`src/rtl/dma_shr_pkg.sv`:
```
package dma_shr_pkg;

  localparam int REG_ADDR_W = 5;

  // Word addresses of the shared registers
  localparam logic [REG_ADDR_W-1:0] ADR_CTRL   = 5'd0;
  localparam logic [REG_ADDR_W-1:0] ADR_STAT   = 5'd1;
  localparam logic [REG_ADDR_W-1:0] ADR_EN_SET = 5'd2;
  localparam logic [REG_ADDR_W-1:0] ADR_EN_CLR = 5'd3;
  localparam logic [REG_ADDR_W-1:0] ADR_ACTIVE = 5'd4;
  localparam logic [REG_ADDR_W-1:0] ADR_BUSY   = 5'd5;
  localparam logic [REG_ADDR_W-1:0] ADR_ERR    = 5'd6;
  localparam logic [REG_ADDR_W-1:0] ADR_IE_SET = 5'd7;
  localparam logic [REG_ADDR_W-1:0] ADR_IE_CLR = 5'd8;
  localparam logic [REG_ADDR_W-1:0] ADR_FLAG_A = 5'd9;
  localparam logic [REG_ADDR_W-1:0] ADR_FLAG_B = 5'd10;
  localparam logic [REG_ADDR_W-1:0] ADR_VALID  = 5'd11;
  localparam logic [REG_ADDR_W-1:0] ADR_TRIG   = 5'd12;
  localparam logic [REG_ADDR_W-1:0] ADR_ABORT  = 5'd13;

  typedef enum logic [3:0] {
    RD_NONE, RD_CTRL, RD_STAT, RD_EN, RD_ACT,
    RD_BSY, RD_ERR, RD_IE, RD_FA, RD_FB
  } rdSel_e;

  // Strobes from the address decoder to the register datapath
  typedef struct packed {
    logic   wrCtrl;
    logic   setEn;
    logic   clrEn;
    logic   setIe;
    logic   clrIe;
    logic   clrErr;
    logic   clrA;
    logic   clrB;
    logic   fireValid;
    logic   fireTrig;
    logic   fireAbort;
    rdSel_e rdSel;
  } regStrobe_t;

endpackage

```
`src/rtl/dma_shr_ctrl.sv`:
```
module dma_shr_ctrl
  import dma_shr_pkg::*;
(
  input  logic                  regWe,
  input  logic [REG_ADDR_W-1:0] regAddr,
  output regStrobe_t            strb
);

  always_comb begin
    strb       = '0;
    strb.rdSel = RD_NONE;
    case (regAddr)
      ADR_CTRL: begin
        strb.wrCtrl = regWe;
        strb.rdSel  = RD_CTRL;
      end
      ADR_STAT:   strb.rdSel = RD_STAT;
      ADR_EN_SET: begin
        strb.setEn = regWe;
        strb.rdSel = RD_EN;
      end
      ADR_EN_CLR: strb.clrEn = regWe;
      ADR_ACTIVE: strb.rdSel = RD_ACT;
      ADR_BUSY:   strb.rdSel = RD_BSY;
      ADR_ERR: begin
        strb.clrErr = regWe;
        strb.rdSel  = RD_ERR;
      end
      ADR_IE_SET: begin
        strb.setIe = regWe;
        strb.rdSel = RD_IE;
      end
      ADR_IE_CLR: strb.clrIe = regWe;
      ADR_FLAG_A: begin
        strb.clrA  = regWe;
        strb.rdSel = RD_FA;
      end
      ADR_FLAG_B: begin
        strb.clrB  = regWe;
        strb.rdSel = RD_FB;
      end
      ADR_VALID:  strb.fireValid = regWe;
      ADR_TRIG:   strb.fireTrig  = regWe;
      ADR_ABORT:  strb.fireAbort = regWe;
      default:    strb.rdSel = RD_NONE;
    endcase
  end

endmodule

```
`src/rtl/dma_shr_dp.sv`:
```
module dma_shr_dp
  import dma_shr_pkg::*;
#(
  parameter int NUM_CH = 18,
  parameter int DATA_W = 32
) (
  input  logic              clk,
  input  logic              rstN,
  input  regStrobe_t        strb,
  input  logic [DATA_W-1:0] wrData,
  input  logic [NUM_CH-1:0] chActive,
  input  logic [NUM_CH-1:0] chBusy,
  input  logic [NUM_CH-1:0] hwFlagA,
  input  logic [NUM_CH-1:0] hwFlagB,
  input  logic [NUM_CH-1:0] hwErr,
  output logic [DATA_W-1:0] rdData,
  output logic [NUM_CH-1:0] enVec,
  output logic [NUM_CH-1:0] flagA,
  output logic              masterEn,
  output logic [NUM_CH-1:0] validPulse,
  output logic [NUM_CH-1:0] trigPulse,
  output logic [NUM_CH-1:0] abortPulse,
  output logic              irqOut
);

  logic [NUM_CH-1:0] wrBits;
  logic              unusedHiBits;
  logic [NUM_CH-1:0] ieVec, flagB, errVec;
  logic [NUM_CH-1:0] enNext, ieNext, aNext, bNext, errNext, abortReq;
  logic              irqAny, errAny;

  assign wrBits       = wrData[NUM_CH-1:0];
  assign unusedHiBits = ^wrData[DATA_W-1:NUM_CH];

  // Per-channel next-state slices; event sets dominate software clears
  for (genvar c = 0; c < NUM_CH; c++) begin : g_ch
    assign enNext[c]   = (enVec[c] | (strb.setEn & wrBits[c])) & ~(strb.clrEn & wrBits[c]);
    assign ieNext[c]   = (ieVec[c] | (strb.setIe & wrBits[c])) & ~(strb.clrIe & wrBits[c]);
    assign aNext[c]    = hwFlagA[c] | (flagA[c]  & ~(strb.clrA   & wrBits[c]));
    assign bNext[c]    = hwFlagB[c] | (flagB[c]  & ~(strb.clrB   & wrBits[c]));
    assign errNext[c]  = hwErr[c]   | (errVec[c] & ~(strb.clrErr & wrBits[c]));
    assign abortReq[c] = strb.fireAbort & wrBits[c] & ~enVec[c] & ~chBusy[c];
  end

  always_ff @(posedge clk) begin
    if (!rstN) begin
      masterEn   <= 1'b0;
      enVec      <= '0;
      ieVec      <= '0;
      flagA      <= '0;
      flagB      <= '0;
      errVec     <= '0;
      validPulse <= '0;
      trigPulse  <= '0;
      abortPulse <= '0;
    end else begin
      if (strb.wrCtrl) masterEn <= wrData[0];
      enVec      <= enNext;
      ieVec      <= ieNext;
      flagA      <= aNext;
      flagB      <= bNext;
      errVec     <= errNext;
      validPulse <= strb.fireValid ? wrBits : '0;
      trigPulse  <= strb.fireTrig  ? wrBits : '0;
      abortPulse <= abortReq;
    end
  end

  assign irqAny = |((flagA | flagB) & ieVec);
  assign errAny = |errVec;
  assign irqOut = irqAny | errAny;

  always_comb begin
    rdData = '0;
    case (strb.rdSel)
      RD_CTRL: rdData[0] = masterEn;
      RD_STAT: begin
        rdData[1] = irqAny;
        rdData[2] = errAny;
      end
      RD_EN:   rdData[NUM_CH-1:0] = enVec;
      RD_ACT:  rdData[NUM_CH-1:0] = chActive;
      RD_BSY:  rdData[NUM_CH-1:0] = chBusy;
      RD_ERR:  rdData[NUM_CH-1:0] = errVec;
      RD_IE:   rdData[NUM_CH-1:0] = ieVec;
      RD_FA:   rdData[NUM_CH-1:0] = flagA;
      RD_FB:   rdData[NUM_CH-1:0] = flagB;
      default: rdData = '0;
    endcase
  end

endmodule

```
`src/rtl/dma_shr_top.sv`:
```
module dma_shr_top
  import dma_shr_pkg::*;
#(
  parameter int NUM_CH = 18,
  parameter int DATA_W = 32
) (
  input  logic                  clk,
  input  logic                  rstN,
  input  logic                  regWe,
  input  logic [REG_ADDR_W-1:0] regAddr,
  input  logic [DATA_W-1:0]     regWdata,
  output logic [DATA_W-1:0]     regRdata,
  input  logic [NUM_CH-1:0]     chActive,
  input  logic [NUM_CH-1:0]     chBusy,
  input  logic [NUM_CH-1:0]     hwFlagA,
  input  logic [NUM_CH-1:0]     hwFlagB,
  input  logic [NUM_CH-1:0]     hwErr,
  output logic [NUM_CH-1:0]     chEnable,
  output logic [NUM_CH-1:0]     validPulse,
  output logic [NUM_CH-1:0]     trigPulse,
  output logic [NUM_CH-1:0]     abortPulse,
  output logic                  irqOut
);

  regStrobe_t        strb;
  logic [NUM_CH-1:0] enVec;
  logic [NUM_CH-1:0] flagA;
  logic              masterEn;

  dma_shr_ctrl uCtrl (
    .regWe   (regWe),
    .regAddr (regAddr),
    .strb    (strb)
  );

  dma_shr_dp #(.NUM_CH(NUM_CH), .DATA_W(DATA_W)) uDp (
    .clk        (clk),
    .rstN       (rstN),
    .strb       (strb),
    .wrData     (regWdata),
    .chActive   (chActive),
    .chBusy     (chBusy),
    .hwFlagA    (hwFlagA),
    .hwFlagB    (hwFlagB),
    .hwErr      (hwErr),
    .rdData     (regRdata),
    .enVec      (enVec),
    .flagA      (flagA),
    .masterEn   (masterEn),
    .validPulse (validPulse),
    .trigPulse  (trigPulse),
    .abortPulse (abortPulse),
    .irqOut     (irqOut)
  );

  assign chEnable = enVec & {NUM_CH{masterEn}};

endmodule

```
`config.mk`:
```
export PLATFORM = sky130hd
export DESIGN_NAME = dma_shr_top
export DESIGN_NICKNAME = d
export VERILOG_FILES = /design/src/rtl/dma_shr_pkg.sv /design/src/rtl/dma_shr_ctrl.sv /design/src/rtl/dma_shr_dp.sv /design/src/rtl/dma_shr_top.sv
export SDC_FILE = /design/constraint.sdc
export NUM_CORES = 1
export LEC_CHECK = 0
export BUFFER_PORTS_ARGS = -buffer_cell sky130_fd_sc_hd__buf_2
export CAP_MARGIN = 10
export CORE_MARGIN = 4
export CORE_UTILIZATION = 29
export CTS_CLUSTER_SIZE = 12
export DETAILED_ROUTE_END_ITERATION = 8
export SLEW_MARGIN = 20
export SYNTH_ARGS = -nofsm -noshare
export SYNTH_HDL_FRONTEND = slang
export SYNTH_SLANG_ARGS = --single-unit
```
`constraint.sdc`:
```
create_clock -name clk -period 3.45 [get_ports clk]
set_input_delay 0.345 -clock clk [delete_from_list [all_inputs] [get_ports clk]]
set_output_delay 0.345 -clock clk [all_outputs]
set_load 0.02 [all_outputs]
```
## Word level (Yosys, flattened, before mapping)

Cells that the tools add are included.

- Flip-flop bits (word level): 145
- Input bits: 130
- Output and inout port bits: 105
- Word-level logic and storage cells: 541

- Eq/ne operators: 22
- Mux-type cells: 15
- Bitwise operators: 490
- Reductions and logical operators: 5

Operator list:

| cell | count |
|---|---|
| AND 1 bit | 270 |
| inverter 1 bit | 126 |
| one-hot mux 15 bit (7 select lines) | 1 |
| bitwise OR 1 bit | 91 |
| AND 18 bit | 2 |
| one-hot mux 4 bit (9 select lines) | 1 |
| OR reduction 18 bit | 2 |
| == test 5 x 4 -> 1 bit (second input constant) | 6 |
| == test 5 x 3 -> 1 bit (second input constant) | 4 |
| bitwise OR 18 bit | 1 |
| == test 4 x 3 -> 1 bit (second input constant) | 4 |
| one-hot mux 2 bit (8 select lines) | 1 |
| 2-to-1 mux 1 bit | 11 |
| == test 5 x 2 -> 1 bit (second input constant) | 2 |
| == test 4 x 2 -> 1 bit (second input constant) | 2 |
| == test 4 bit (second input constant) | 2 |
| one-hot mux 1 bit (8 select lines) | 1 |
| == test 5 x 1 -> 1 bit (second input constant) | 1 |
| logical NOT 5 bit | 1 |
| == test 4 x 1 -> 1 bit (second input constant) | 1 |
| AND reduction 2 bit | 2 |

## Depth between registers and ports, before layout

- Depth in word-level cells: 6
- Depth in mapped cells: 8
- Gate-level depth less buffers: 5

## Modules after synthesis

From an unflattened synthesis, not the netlist that was laid out.

- Cell total of the unflattened synthesis: 804
- Area total of the unflattened synthesis: 6,481.2 um^2

Modules (own cells, without submodules):

| module | instances | cells each | area an instance (um^2) | sequential area each (um^2) |
|---|---|---|---|---|
| dma_shr_dp | 1 | 754 | 6,179.7 | 2,902.8 |
| dma_shr_ctrl | 1 | 31 | 160.2 | 0.0 |
| dma_shr_top | 1 | 19 | 141.4 | 0.0 |

## Least setup slack after synthesis

Ideal clock, no wire load.

- Path type: in2out
- Start: input regAddr[2]
- End: output regRdata[0]
- Arrival time: 1.695 ns
- Required time: 3.105 ns
- Setup slack: 1.410 ns
- Stages: 6
- Buffers on the path: 2
- Cell sequence: buf_6 > nand2b_4 > nor4b_4 > clkbuf_1 > a22oi_1 > nand3_1

- Cells in the longest elaborated chain, start to end: 4
- Elaborated cells between the ends (all ways): 19
- Those cells by class: eq/ne (16); mux (2); reduce/logical (1)

Ends and longest elaborated chain:

| item | line | text |
|---|---|---|
| start: declaration | dma_shr_top.sv:10 | `input logic [REG_ADDR_W-1:0] regAddr,` |
| == test 5 x 4 -> 1 bit, or another cell as far along | dma_shr_ctrl.sv:12 | `case (regAddr)` |
| one-hot mux 4 bit (9 select lines) (*) | dma_shr_ctrl.sv:12 |  |
| == test 4 bit, or another cell as far along | dma_shr_dp.sv:75 | `case (strb.rdSel)` |
| one-hot mux 1 bit (8 select lines) (*) | dma_shr_dp.sv:75 |  |
| end: declaration | dma_shr_top.sv:12 | `output logic [DATA_W-1:0] regRdata,` |

Every way passes the cells marked *; elsewhere a longest branch is shown, timed or not.

## Worst setup path after layout

- Start: register uDp.errVec[11]
- End: output regRdata[2]

- Cells in the longest elaborated chain, start to end: 2

Ends and longest elaborated chain:

| item | line | text |
|---|---|---|
| start: declaration | dma_shr_dp.sv:28 | `logic [NUM_CH-1:0] ieVec, flagB, errVec;` |
| start signal: assignment | dma_shr_dp.sv:62 | `errVec <= errNext;` |
| OR reduction 18 bit | dma_shr_dp.sv:70 | `assign errAny = \|errVec;` |
| one-hot mux 2 bit (8 select lines) | dma_shr_dp.sv:75 |  |

Every way passes these cells.

==> out/qor.yml <==
worstHoldPathCells: 2
drt_iter0_drc: 491
grt_usage: 0.180
setup_slack_ns: 0.742
grt_max_degree: 56
clk_latency_ns: 0.42
drv_slew: 0
clockBufferDepth: 2
crit_arrival_ns: 2.36
cp_max_fo: 3
dp_hpwl_um: 16700
rsz0062_at_grt: "false"
routed_via_density: 4.97
ys_types: 41
io_pins: 235
design_area_um2: 7840
rows: 52
cts_sinks: 145
worst-path-buf-inv: 1
cts.clk_slew.worst_paths_ns: 0.06
worst_slew_pin_slew_ns: 1.06
yosysSeqAreaShare: 0.474
cts_resized: 0
rrSetupSlack_ns: 2.44
setup_violations: 0
fp.dieW_um: 153
yosysWarningCount: 0
worst_hold_path_type: "in -> reg"
synth_top_cells_by_area: "dfxtp_1, a21oi_1, and2_1"
cts_root_buf: "clkbuf_16"
final.setup.tns_ns: 0
drt-total-wl_um: 21900
ys_ff_latch: 145
holdWs_ns: 0.109
endpoint_kind: "primary output"
path_depth: 5
clock_skew_ns: 0.00322
routedWlPerCell_um: 19.4
antenna_left: 0
place.gp.congestion: 0.882
port-buffer-count: 206
synth-main-ff-cell: "dfxtp_1"
crit_chain: "nor4_1 -> nand3_1 -> nor4_1 -> o2111ai_1 -> buf_2"
start_util: 0.299
synthCells: 663
synth_area_um2: 6120
cpMaxStageDelayCell: "nor4_1"
drc: 0
synth.avg_cell_area_um2: 9.24
finalHoldViolations: 0
crit_required_ns: 3.11
dp_worst_setup_slack_ns: 0.887
synth_top_area_share: 0.474
htreeDepth: 4
synth-edff-count: 0
reg2reg_depth: 2
vias: 5595
fp.dieArea_um2: 23500
die_h_um: 153
finalNetCount: 969
antenna_found_initial: 9
final_core_util: 0.382
dr.pass1.iters: 5
grt_pass1_vias: 5367
cts-buffers-inserted: 17
grt_pass1_wl_um: 32500
min_period_ns: 2.71
cp_top_family: "simple AND/OR/NAND/NOR gates"
grt_overflow_total: 0
area_growth_pct: 28.0
leakage_nw: 3.36
final.period_utilization: 0.785
crit_path_max_incr_delay_ns: 0.63
fill_cells: 2147
max-slew-margin-rel: 0.292
maxCapViolCount: 0
p_per_area_nw_per_um2: 494
critical_path_class: "reg -> out"
peakVddDrop_mv: 0.258
cp-start-kind: "flip-flop"
cts_setup_buffers: 0
layout-drive-gt1-share: 0.298
timing.critical_path.mode_cell: "nor4_1"
fmax_mhz: 369
coreArea_um2: 20500
ys_async_sr_fraction: 0
yosysTopAreaCell: "dfxtp_1"
cts_tree: "done"
status: "complete, no violations"
holdBufCountCts: 0
dpl-instance-area_um2: 7260
per-layer routing:
metal / share of wire / routed length (µm) / GRT usage
met1: 0.43 / 9430 / 0.240
met2: 0.45 / 9860 / 0.266
met3: 0.080 / 1750 / 0.0458
met4: 0.035 / 775 / 0.0942
met5: 0.0029 / 63 / 0
cells by family after synthesis:
family / after synthesis / share of synthesized area
AO/OA/AOI/OAI: 238 / 0.255
buffers and inverters: 74 / 0.0615
flip-flops: 145 / 0.474
multiplexers: 18 / 0.0294
other: 1 / 0.000612
AND/OR/NAND/NOR: 187 / 0.180
sequential cells by signal, indices dropped and copies added, names as in the netlist:
| name | flops |
|---|---|
| uDp.abortPulse | 18 |
| uDp.enVec | 18 |
| uDp.errVec | 18 |
| uDp.flagA | 18 |
| uDp.flagB | 18 |
| uDp.ieVec | 18 |
| uDp.masterEn | 1 |
| uDp.trigPulse | 18 |
| uDp.validPulse | 18 |
cells in the mapped netlist (5+ instances only):
library cell	n
buf_2	6
a21oi_1	72
a22oi_1	36
and2_1	56
nor2_1	39
o21a_1	36
clkbuf_1	41
buf_4	18
dfxtp_1	145
nand3_1	21
mux2i_1	18
o21ai_0	20
nand2_1	22
nand4_1	5
a211oi_1	36
nor4b_1	19
a21boi_0	26
a21boi_1	10
through the flow:
step           total power, mW  instances
3_3_place_gp              2.11       1090
2_1_floorplan             1.98        676
5_1_grt                   4.01       1126
6_report                  3.87       1126
3_5_place_dp              2.11       1090
4_1_cts                   3.91       1122
area by class of cell:
type,instances,area [µm²],area share
clock inverter,13,139,0.0177
multi-input combinational,457,2900,0.370
tap,270,338,0.0431
clock buffer,19,433,0.0552
inverter,1,3.75,0.000479
timing repair buffer,217,1110,0.142
sequential,145,2900,0.370
antenna,4,10.0,0.00128
worst register-to-register path: cells and delay by family (launching register included):
family / cells / cell delay (ns)
DFF: 1 / 0.67
AOI/OAI and AO/OA: 1 / 0.15
and+or+nand+nor: 1 / 0.11
power by group:
| part | switching, mW | total (mW) | internal [mW] |
|---|---|---|---|
| Combinational | 0.184 | 0.311 | 0.127 |
| Sequential | 0.0393 | 1.76 | 1.73 |
| Clock | 0.736 | 1.80 | 1.06 |
cells in the final DEF, fill, tap and decap left out, drive strengths merged, types with 23 or more instances in the layout:
cell and instances:
nor2 39, a21oi 72, a22oi 36, a211oi 36, o21a 36, and2 57
dfxtp 145, nand2 23, buf 217, a21boi 36
worst paths after layout:
path / startpoint / to
worst min-delay path: chBusy[14] / uDp.abortPulse[14]
worst max-delay path: uDp.errVec[11] / regRdata[2]
worst max register to register: uDp.masterEn / uDp.masterEn
worst min register to register: uDp.enVec[10] / uDp.abortPulse[10]
(Power assumes the default switching activity.)
